### config.mk
export PLATFORM = sky130hd
export DESIGN_NAME = bus_xcvr_core
export DESIGN_NICKNAME = d
export VERILOG_FILES = /design/src/rtl/xcvr_pkg.sv /design/src/rtl/xcvr_mode_dec.sv /design/src/rtl/xcvr_lane.sv /design/src/rtl/xcvr_b_drive.sv /design/src/rtl/bus_xcvr_core.sv
export SDC_FILE = /design/constraint.sdc
export NUM_CORES = 1
export LEC_CHECK = 0
export ABC_AREA = 1
export BUFFER_PORTS_ARGS = -buffer_cell sky130_fd_sc_hd__buf_2
export CORE_ASPECT_RATIO = 1.5
export CORE_MARGIN = 10
export CORE_UTILIZATION = 35
export DETAILED_ROUTE_END_ITERATION = 8
export PLACE_DENSITY = 0.6
export SETUP_SLACK_MARGIN = 0.1
export SYNTH_ARGS = -nofsm -noshare
export SYNTH_HDL_FRONTEND = slang
export SYNTH_SLANG_ARGS = --single-unit
### constraint.sdc
create_clock -name clk -period 1.5 [get_ports clk]
set_input_delay 0.375 -clock clk [delete_from_list [all_inputs] [get_ports clk]]
set_output_delay 0.375 -clock clk [all_outputs]
set_load 0.01 [all_outputs]
### src/rtl/xcvr_pkg.sv
package xcvr_pkg;

    typedef enum logic [1:0] {
        K_PASS  = 2'd0,
        K_LATCH = 2'd1,
        K_REG   = 2'd2
    } elem_kind_e;

    localparam int SEL_W = 2;

endpackage

### src/rtl/xcvr_mode_dec.sv
module xcvr_mode_dec
    import xcvr_pkg::*;
(
    input  logic [SEL_W-1:0] mode_sel,
    output elem_kind_e       ab_kind,
    output elem_kind_e       ba_kind
);

    // bit 0 is the low select, bit 1 the high select
    always_comb begin
        case (mode_sel)
            2'b00: begin ab_kind = K_LATCH; ba_kind = K_LATCH; end
            2'b01: begin ab_kind = K_PASS;  ba_kind = K_PASS;  end
            2'b10: begin ab_kind = K_REG;   ba_kind = K_REG;   end
            default: begin ab_kind = K_REG; ba_kind = K_LATCH; end
        endcase
    end

endmodule

### src/rtl/xcvr_lane.sv
module xcvr_lane
    import xcvr_pkg::*;
#(
    parameter int WIDTH = 9
) (
    input  logic             clk,
    input  logic             rst_n,
    input  elem_kind_e       kind,
    input  logic             strobe,
    input  logic [WIDTH-1:0] din,
    output logic [WIDTH-1:0] dout
);

    typedef struct packed {
        logic [WIDTH-1:0] held;
        logic             strobe_prev;
    } lane_st_t;

    lane_st_t st_d, st_q;
    logic     rise;

    always_comb begin
        st_d             = st_q;
        rise             = strobe & ~st_q.strobe_prev;
        st_d.strobe_prev = strobe;
        case (kind)
            K_LATCH: if (!strobe) st_d.held = din;
            K_REG:   if (rise)    st_d.held = din;
            default: st_d.held = st_q.held;
        endcase
    end

    always_ff @(posedge clk or negedge rst_n) begin
        if (!rst_n) begin
            st_q.held        <= '0;
            st_q.strobe_prev <= 1'b1;
        end else begin
            st_q <= st_d;
        end
    end

    always_comb begin
        case (kind)
            K_PASS:  dout = ~din;
            K_LATCH: dout = strobe ? ~st_q.held : ~din;
            K_REG:   dout = ~st_q.held;
            default: dout = ~din;
        endcase
    end

    // edge-capture output moves only after a rising strobe
    assert_reg_hold_R5: assert property (@(posedge clk) disable iff (!rst_n)
        ($past(rst_n) && kind == K_REG && $stable(strobe))
        |=> (kind != K_REG || $stable(dout)));

    // edge-capture output carries the inverted input from the capture edge
    assert_reg_load_R7: assert property (@(posedge clk) disable iff (!rst_n)
        ($past(rst_n) && kind == K_REG && $rose(strobe))
        |=> (kind != K_REG || dout == ~$past(din)));

    // hold stage is frozen while its strobe stays high
    assert_latch_hold_R6: assert property (@(posedge clk) disable iff (!rst_n)
        ($past(rst_n) && kind == K_LATCH && $past(kind) == K_LATCH
         && strobe && $past(strobe))
        |-> $stable(dout));

    // on closing, hold stage shows the last transparent sample
    assert_latch_close_R6: assert property (@(posedge clk) disable iff (!rst_n)
        ($past(rst_n) && kind == K_LATCH && $past(kind) == K_LATCH && $rose(strobe))
        |-> dout == ~$past(din));

endmodule

### src/rtl/xcvr_b_drive.sv
module xcvr_b_drive #(
    parameter int WIDTH = 9
) (
    input  logic             en_hi,
    input  logic             en_lo,
    input  logic             power_good,
    input  logic [WIDTH-1:0] out_bits,
    output logic [WIDTH-1:0] pull_low
);

    logic en_hi_gated;
    logic active;

    // low supply forces the high-side enable off
    assign en_hi_gated = en_hi & power_good;
    assign active      = en_hi_gated & ~en_lo;

    for (genvar i = 0; i < WIDTH; i++) begin : g_bit
        assign pull_low[i] = active & ~out_bits[i];
    end

endmodule

### src/rtl/bus_xcvr_core.sv
module bus_xcvr_core
    import xcvr_pkg::*;
#(
    parameter int WIDTH = 9
) (
    input  logic             clk,
    input  logic             rst_n,
    input  logic [1:0]       mode_sel,
    input  logic             cap_ab,
    input  logic             cap_ba,
    input  logic [WIDTH-1:0] a_in,
    output logic [WIDTH-1:0] a_out,
    input  logic             a_en,
    output logic             a_oe,
    input  logic [WIDTH-1:0] b_in,
    output logic [WIDTH-1:0] b_pull_low,
    input  logic             b_en_hi,
    input  logic             b_en_lo,
    input  logic             power_good
);

    elem_kind_e       ab_kind;
    elem_kind_e       ba_kind;
    logic [WIDTH-1:0] ab_out;

    xcvr_mode_dec u_dec (
        .mode_sel (mode_sel),
        .ab_kind  (ab_kind),
        .ba_kind  (ba_kind)
    );

    xcvr_lane #(.WIDTH(WIDTH)) u_ab (
        .clk    (clk),
        .rst_n  (rst_n),
        .kind   (ab_kind),
        .strobe (cap_ab),
        .din    (a_in),
        .dout   (ab_out)
    );

    xcvr_lane #(.WIDTH(WIDTH)) u_ba (
        .clk    (clk),
        .rst_n  (rst_n),
        .kind   (ba_kind),
        .strobe (cap_ba),
        .din    (b_in),
        .dout   (a_out)
    );

    xcvr_b_drive #(.WIDTH(WIDTH)) u_bdrv (
        .en_hi      (b_en_hi),
        .en_lo      (b_en_lo),
        .power_good (power_good),
        .out_bits   (ab_out),
        .pull_low   (b_pull_low)
    );

    assign a_oe = a_en;

    assert_pg_release_R12: assert property (@(posedge clk) disable iff (!rst_n)
        !power_good |-> b_pull_low == '0);

    assert_b_enable_pair_R9: assert property (@(posedge clk) disable iff (!rst_n)
        (!b_en_hi || b_en_lo) |-> b_pull_low == '0);

    assert_a_enable_R8: assert property (@(posedge clk) disable iff (!rst_n)
        a_oe == a_en);

endmodule

* Word-level counts from Yosys, hierarchy flattened
Index checks and enable logic that the tools add are counted.
** Storage, ports and cells
- Bits in registers :: 20
- Latch bits :: 0
- Memory bits (writable) :: 0
- Memory bits (read-only) :: 0
- Output and inout port bits :: 19
- Logic and storage cells :: 60
- Memories :: 0
** Cells by class
- Add/sub/neg operators :: 0
- $mul :: 0
- Div/mod/pow operators :: 0
- Order comparisons :: 0
- Equal/unequal tests :: 10
- Shift-type cells :: 0
- Multiplexer cells :: 12
- Bitwise logic cells :: 29
- Reductions and logical operators :: 5
** Operators by type and width (count)
- case mux 9 bit (2 select lines) :: 4
- 2-to-1 mux 9 bit :: 6
- inverter 9 bit :: 4
- AND 1 bit :: 13
- inverter 1 bit :: 12
- case mux 2 bit (2 select lines) :: 2
- == test 2 x 1 -> 1 bit (second input constant) :: 3
- == test 2 bit (second input constant) :: 3
- AND reduction 3 bit :: 2
- inequality test 2 x 1 -> 1 bit (second input constant) :: 2
- inequality test 2 bit (second input constant) :: 2
- nonzero test 2 bit :: 2
- zero test 2 bit :: 1

* Logic depth before layout (Yosys ltp)
Gate-level depths: netlist (run 1).
- Depth in word-level cells :: 6
- Mapped depth :: 8
- Mapped depth without buffers :: 8

* Hierarchy
Synthesis (run 1) repeated with hierarchy kept, for this count alone.
** Unflattened totals
- Cells, all modules :: 182
- Area total of the unflattened synthesis :: 1343.8 um^2
** By module, submodules not included
- xcvr_lane :: instances 2, cells each 81, area each 579.3 um^2, seq. area each 251.5 um^2
- xcvr_b_drive :: instances 1, cells each 11, area each 112.6 um^2, seq. area each 0.0 um^2
- xcvr_mode_dec :: instances 1, cells each 8, area each 65.1 um^2, seq. area each 0.0 um^2
- bus_xcvr_core :: instances 1, cells each 1, area each 7.5 um^2, seq. area each 0.0 um^2

* Worst setup path after synthesis (run 1)
Ideal clock, no wire load.
- Kind :: input to output
- From :: input port mode_sel[0]
- To :: output port a_out[3]
- Data arrival time :: 1285 ps
- Path slack :: -160 ps
- Stages :: 5
- Path buffers :: 0
- Cell sequence :: inv_1 > ha_1 > o21ai_2 > nand2_1 > o21ai_1
** Between the ends
- Longest elaborated chain between the ends :: 4
- Elaborated cells on any way between the ends :: 6
- Those cells by class :: eq/ne (4); mux (2)
** Ends and longest elaborated chain
- start, declared :: line bus_xcvr_core.sv:8 : input logic [1:0] mode_sel,
- == test 2 bit / == test 2 x 1 -> 1 bit (equally long branches) :: line xcvr_mode_dec.sv:11 : case (mode_sel)
- case mux 2 bit (2 select lines) * :: line xcvr_mode_dec.sv:11
- == test 2 bit / == test 2 x 1 -> 1 bit (equally long branches) :: line xcvr_lane.sv:43 : case (kind)
- case mux 9 bit (2 select lines) * :: line xcvr_lane.sv:43
- end, declared :: line bus_xcvr_core.sv:12 : output logic [WIDTH-1:0] a_out,
Mark *: on every way between the ends. The rest lies on a longest branch, timed or not.

* Worst setup path after layout (run 1)
- From :: input port mode_sel[0]
- To :: output port b_pull_low[6]
** Between the ends
- Longest elaborated chain between the ends :: 6
- Elaborated cells on any way between the ends :: 8
- Those cells by class :: eq/ne (3); mux (2); bitwise (2); reduce/logical (1)
** Ends and longest elaborated chain
- == test 2 x 1 -> 1 bit / zero test 2 bit (equally long branches) :: line xcvr_mode_dec.sv:11
- case mux 2 bit (2 select lines) * :: line xcvr_mode_dec.sv:11
- == test 2 bit / == test 2 x 1 -> 1 bit (equally long branches) :: line xcvr_lane.sv:43
- case mux 9 bit (2 select lines) * :: line xcvr_lane.sv:43
- inverter 1 bit * :: line xcvr_b_drive.sv:19 : assign pull_low[i] = active & ~out_bits[i];
- AND 1 bit * :: line xcvr_b_drive.sv:19
- end, declared :: line bus_xcvr_core.sv:16 : output logic [WIDTH-1:0] b_pull_low,
Marked as above.

==> results of run 1 <==
layout make-up:
type / count / area, µm² / share of cell area
clock buffers: 4 / 55.05 / 0.02776
inverters: 18 / 80.08 / 0.04038
multi-input cells: 136 / 832.0 / 0.4196
flip-flops and latches: 20 / 503.0 / 0.2536
well taps: 42 / 52.55 / 0.02650
repair buffers: 66 / 460.4 / 0.2322
per-layer routing:
layer	track usage	vias to the layer above	wire length, µm	part of all wire
li1	-	684	-	-
met1	0.1113	602	1455	0.40
met2	0.1790	38	1904	0.52
met3	0.02628	0	277	0.076
met4	0.01485	0	0	0
met5	0	-	0	0
cell usage in the layout, fill, tap and decap left out, types with 2 or more instances in the layout:
cell and count:
nand2_4 8, ha_4 3, buf_6 2, nand2_2 12
o21ai_1 9, inv_1 11, o21ai_4 3, a21oi_4 2
buf_8 2, nor2_2 13, dfrtp_1 18, inv_6 2
dfstp_2 2, buf_2 42, clkbuf_16 2, nand2_1 49
nand3_1 18, nor2_1 16, clkbuf_8 4, inv_2 4
buf_4 17
metrics by stage:
stage	cell area (µm²)	power, µW	setup slack, ns	TNS [ns]	util
finish	1983	1658	-0.1718	-2.520	0.5806
global placement	1680	1160	-0.2802	-4.682	0.4919
global route	1983	1770	-0.2395	-3.609	0.5806
CTS	1814	1619	-0.1856	-2.676	0.5311
detailed placement	1680	1163	-0.2929	-4.933	0.4919
floorplan	1291	971.7	-0.02122	-0.3323	-
power by group through the flow:
stage                     Sequential, µW  Combinational (µW)  Clock, µW
after floorplan                      675                 297          0
after global placement               686                 475          0
after detailed placement             684                 479          0
after CTS                            676                 514        429
after global routing                 687                 639        444
final                                678                 571        410
worst reg2reg max path, delay by kind of cell (launching register included):
kind	cells	cell delay, ns
flip-flops	1	0.38
AND/OR/NAND/NOR	2	0.14
buffers and inverters	1	0.18
AO/OA/AOI/OAI	1	0.30
what timing repair did:
action | 4_1_cts | 5_1_grt
gates cloned | 2 | 3
setup endpoints to repair | 18 | 18
pin swaps | 7 | 18
setup buffers | 2 | 0
gates resized for setup | 15 | 30
cell families (layout without fill, tap and decap cells):
logic type	after synthesis	in the layout	share of synthesized area
compound gates	12	14	0.06914
buf+inv	21	88	0.07314
flops	20	20	0.4028
simple gates	119	119	0.4249
fa+ha+maj	3	3	0.03006
registers in the layout, summed over array words and instances (netlist names):
signal     cells
u_ab.st_q     10
u_ba.st_q     10
synthesized netlist by cell type:
cell type and instances:
nand2_1 66, nor2_1 27, dfrtp_1 18, nand3_1 18, inv_1 15, o21ai_0 8
ha_1 3, inv_2 3, dfstp_2 2, nand2_4 2, nor2_2 2, a21oi_4 1
buf_2 1, buf_4 1, buf_6 1, nand2_2 1, nand3_4 1, nand4_4 1
nor2_4 1, o21ai_1 1, o21ai_2 1, o21ai_4 1
path summary, 6_finish.rpt:
kind | cells past startpoint | slack, ns | endpoint
worst max-delay path | 10 | -0.17 | b_pull_low[6]
worst min-delay path | 1 | 0.07 | u_ab.st_q[2]
worst max register to register | 4 | 0.44 | u_ab.st_q[4]
worst min register to register | 2 | 0.48 | u_ab.st_q[6]
max in group asynchronous | 1 | 1.08 | u_ba.st_q[0]
min in group clk | 3 | 0.32 | u_ba.st_q[1]
==> metrics, run 1 <==
Setup violations, final 18; DR WL/cell 12.72 µm; H-tree levels 1; PortBufs 44; crit path launch mode_sel[0]; Initial Util 0.3656; Num CTS Buffers 3; final non-filler cell total between 200 and 300; part of the power in the clock network 0.247; first-pass GRT wire length between 5000 and 6000 µm; Tcrit/Tclk final 1.115; Max stage delay on crit path ~0.16 ns; Inst Count DP ~280; Ports 47; Filler cells approximately 330; TritonCTS sink count 20; via count about 1300; CTS tree done; initial antenna violation count 0; Overall Global Routing Usage 0.09862; Synth Instances about 180; cell area after synthesis 1249 µm²; Max Cap Viol 0; Crit Path Category input pin to primary output; min cycle time layout around 1.7 ns; Congestion Overflow GR 0; CP cell instances buf_8 > inv_4 > ha_4 > nand2_4 > nand2_4 > clkbuf_16 > nand2_1 > nand2_1 > nor2_2 > buf_2; max frequency between 500 and 600 MHz; Routed Antenna Nets 0; Seq pwr share 0.409; share of layout cells above drive strength 1 0.5041; number of global-route vias before repair 1317; DP HPWL ~2500 µm; sequential fraction of the synthesis area 0.4028; CP max FO 5; gpl congestion between 0.7 and 0.8; syn avg cell area ~7 µm²; synthesis-to-finish area growth 58.82%; RSZ-0062 raised after global routing yes; Leak around 0.0011 µW; Crit-path slowest cell clkbuf_16; via-per-instance ratio roughly 4.6; delay-heaviest family, CP buffers and inverters; core region area roughly 3400 µm²; DRT iter0 DRCs 57; Hold/Removal Path Class input pin to async pin; peak supply drop around 520 µV; crit path DAT between 1 and 1.5 ns; switching fraction of total power 0.3231; post-synth top area share 0.3607; post-synth cell types 22; synth warn 0; sum of buffers and inverters on the critical path 4; Slew headroom 0.6841; die area about 6400 µm²; clk_lat worst skew 0.25 ns; status finished with violations; Detailed Routing Iterations Pass 1 3; Fin. Hold Viols 0; maximum number of pins on one net before global-route repair 21; Detailed Route WL between 3000 and 4000 µm; hold_ws about 0.07 ns; number of antenna diodes 0; worst endpoint required time ~1.1 ns; startpoint types input pin; Root Buffer clkbuf_8; worst flop-to-flop path startpoint u_ab.st_q[0]; Post-CTS Hold Buffers 0; row count 26; CTS clock-pin slew for the worst setup and hold paths 0.07 ns; Comb power frac 0.344; PwrDens roughly 840 nW/µm²; DRC violations left 0; register bit total from synthesis 20; Crit. End Element primary output; number of nets in the layout 276; Synth area leaders dfrtp_1 36%, nand2_1 20%, nor2_1 8.1%, nand3_1 7.2%, inv_1 4.5%; Die Y 93.16 µm; Setup WS post-layout -0.1718 ns; Setup Skew 0.002412 ns; Cell Int Power approximately 1100 µW; clock tree buffer depth 2; max-slew violations 0; Die Wd between 60 and 70 µm; Least-Margin Pin Slew ~0.47 ns; Synth area leader dfrtp_1; violated checks setup timing; P_sw roughly 540 µW; syn nets roughly 210
Power figures use the tool's default switching activity.
==> run 2, diff against run 1 <==
Settings changed: ABC_AREA 1 to 0, PLACE_DENSITY 0.6 to 0.61.
==> run 2 against run 1 <==
Against the previous run: cell count is 29% lower; sequential share of layout area is 0.61 points lower; the run still ends with setup timing left; critical path type unchanged; global-route usage is 1.6 points higher.
==> metrics, run 2 <==
sequential fraction of the synthesis area 0.4584 (was 0.4028); largest registers u_ab.st_q x10, u_ba.st_q x10 (unchanged); Num CTS Buffers 3 (unchanged); via count 1027 (was 1324); Die Y 88.58 µm (was 93.16 µm); Max Cap Viol 0 (unchanged); via-per-instance ratio 5.059 (was 4.629); die area 5821 µm² (was 6406 µm²); number of nets in the layout 196 (was 276); mux cell area share after synthesis 0.1847 (was 0); syn nets 126 (was 206); CTS tree done (unchanged); Ports 47 (unchanged); Synth top cells by count 18 x dfrtp_1, 18 x mux2_2, 9 x a21oi_1, 9 x o21ai_0, 9 x o22ai_1 (was 66 x nand2_1, 27 x nor2_1, 18 x dfrtp_1, 18 x nand3_1, 15 x inv_1); Post-synth EDFFs 0 (unchanged); CTS clock-pin slew for the worst setup and hold paths 0.08 ns (was 0.07 ns); asr flop ratio synth 1.000 (unchanged); worst endpoint required time 1.12 ns (about the same); Setup WS post-layout -0.3211 ns (was -0.1718 ns); violated checks setup timing (unchanged); Synth Area in Compound Gates 0.1676 (was 0.06914); PortBufs 44 (unchanged); crit path DAT 1.45 ns (was 1.30 ns); syn avg cell area 11.55 µm² (was 7.135 µm²); hold_ws 0.04873 ns (was 0.06942 ns); clock tree buffer depth 2 (unchanged); most common cell after layout, fill and taps aside buf_2 (was nand2_1); Leak 0.0009527 µW (was 0.001059 µW); post-synthesis adder-cell area fraction 0.03421 (was 0.03006); Root Buffer clkbuf_8 (unchanged); DRT iter0 DRCs 16 (was 57); Routed Antenna Nets 0 (unchanged); clk_lat worst skew 0.26 ns (was 0.25 ns); Post-CTS Hold Buffers 0 (unchanged); post-synth top area share 0.4105 (was 0.3607); Primary FF master, synth dfrtp_1 (unchanged); Overall Global Routing Usage 0.1148 (was 0.09862); cell area after synthesis 1097 µm² (was 1249 µm²); Detailed Routing Iterations Pass 1 3 (unchanged); synthesis-to-finish area growth 85.18% (was 58.82%); synth warn 0 (unchanged); number of antenna diodes 0 (unchanged); row count 24 (was 26); max frequency 549.1 MHz (was 598.1 MHz); Synth Instances 95 (was 175); Tcrit/Tclk final 1.214 (was 1.115); Hold/Removal Path Class input pin to async pin (unchanged); Detailed Route WL 3391 µm (was 3637 µm); Die Wd 65.72 µm (was 68.77 µm); register bit total from synthesis 20 (unchanged); Filler cells 213 (was 328); core region area 2973 µm² (was 3416 µm²); DRC violations left 0 (unchanged); Synth area leaders dfrtp_1 41%, mux2_2 18%, or3b_2 6.4%, o22ai_1 5.1%, dfstp_2 4.8% (was dfrtp_1 36%, nand2_1 20%, nor2_1 8.1%, nand3_1 7.2%, inv_1 4.5%); max-slew violations 0 (unchanged); initial antenna violation count 0 (unchanged); share of layout cells above drive strength 1 0.8049 (was 0.5041); Crit Path Category input pin to primary output (unchanged); Post-Synth Simple-Gate Area 0.1254 (was 0.4248); Place WS -0.6479 ns (was -0.2929 ns); Synth area leader dfrtp_1 (unchanged); main combinational cell family by area after synthesis multiplexers (was simple AND/OR/NAND/NOR gates); Setup violations, final 36 (was 18); startpoint types input pin (unchanged); TritonCTS sink count 20 (unchanged); Setup Skew 0.006106 ns (was 0.002412 ns); DR WL/cell 16.70 µm (was 12.72 µm); first-pass GRT wire length 5375 µm (was 5313 µm); Total Power 1935 µW (was 1658 µW); DP HPWL 2296 µm (was 2512 µm); Initial Util 0.3691 (was 0.3656); Least-Margin Pin Slew 0.4531 ns (was 0.4738 ns); Post-Synth XOR/XNOR Area 0 (unchanged); commonest cells after routing, fill and taps aside 41 x buf_2, 18 x dfrtp_1, 16 x mux2_4 (was 49 x nand2_1, 42 x buf_2, 18 x nand3_1, 18 x dfrtp_1, 17 x buf_4); Crit. End Element primary output (unchanged); fin util 0.6835 (was 0.5806); gpl congestion 0.6878 (was 0.7621); Slew headroom 0.6979 (was 0.6841); min cycle time layout 1.821 ns (was 1.672 ns); maximum number of pins on one net before global-route repair 21 (unchanged); status finished with violations (unchanged); H-tree levels 1 (unchanged); peak supply drop 516.1 µV (was 522.6 µV); RSZ-0062 raised after global routing yes (unchanged); Congestion Overflow GR 0 (unchanged); CP max FO 8 (was 5); PwrDens 952.2 nW/µm² (was 836.2 nW/µm²); Fin. Hold Viols 0 (unchanged); number of global-route vias before repair 1171 (was 1317); post-synth cell types 23 (was 22)
run 2: changes by cell type in the layout (fill, tap and decap cells not counted), moves of 5 or more:
cell     change
nand2_4      -8
nor2_2      -13
inv_1       -11
nand2_2     -12
nand2_1     -48
buf_6        +5
o21ai_0      +8
nand3_1     -18
nor2_1      -16
o21ai_1      -8
o22ai_2      +9
mux2_4      +16
or3b_4       +8
a21oi_2      +8
run 2: final cells by class:
cell class              count  area, µm²  area share
well taps                  39      48.80     0.02401
clock inverters             1      30.03     0.01478
multi-input cells          69      829.5      0.4083
inverters                   2      27.53     0.01355
flip-flops and latches     20      503.0      0.2475
clock buffers               3      41.29     0.02032
repair buffers             69      551.8      0.2716
run 2: worst max-delay path, cell delays in order:
cell and delay, ns:
buf_12 0.09, inv_12 0.04, ha_4 0.15, nor2b_4 0.15, or3b_4 0.37, a21oi_2 0.12
buf_2 0.14
run 2: worst paths after layout:
check / depth (start not counted) / to / slack (ns) / start
setup / recovery: 7 / b_pull_low[6] / -0.32 / mode_sel[1]
hold / removal: 1 / u_ba.st_q[2] / 0.05 / rst_n
setup reg to reg: 5 / u_ab.st_q[3] / -0.05 / u_ab.st_q[0]
hold reg to reg: 1 / u_ab.st_q[1] / 0.52 / u_ab.st_q[1]
max in group asynchronous: 1 / u_ab.st_q[0] / 1.10 / rst_n
min in group clk: 2 / u_ab.st_q[5] / 0.35 / a_in[4]
run 2: power breakdown:
group,internal [µW],total (µW),switching [µW]
logic,438,690,252
registers,644,706,62.1
clock network,356,538,182
run 2: what timing repair did:
action	4_1_cts	5_1_grt
resized for setup	26	13
cloned	3	0
pin swaps	10	8
setup buffers	9	2
setup endpoints to repair	36	36
run 2: cells by family after synthesis:
family,after synthesis
AO/OA/AOI/OAI,30
adder cells (fa/ha/maj),3
buffers and inverters,7
flip-flops,20
multiplexers,18
AND/OR/NAND/NOR,17
run 2: per-layer routing:
layer | track usage | part of all wire | wire length [µm] | vias up
met2 | 0.2028 | 0.50 | 1711 | 39
met1 | 0.1152 | 0.39 | 1330 | 486
li1 | - | - | - | 495
met3 | 0.04430 | 0.084 | 285 | 7
met4 | 0.05273 | 0.019 | 63 | 0
met5 | 0 | 0 | 0 | -
run 2: stage by stage:
stage	cells	setup TNS, ns	cell area [µm²]
final	203	-6.412	2032
after floorplan	95	-2.182	1304
after detailed placement	186	-17.60	1657
after CTS	201	-7.308	1968
after global routing	203	-7.610	2032
after global placement	186	-16.67	1657
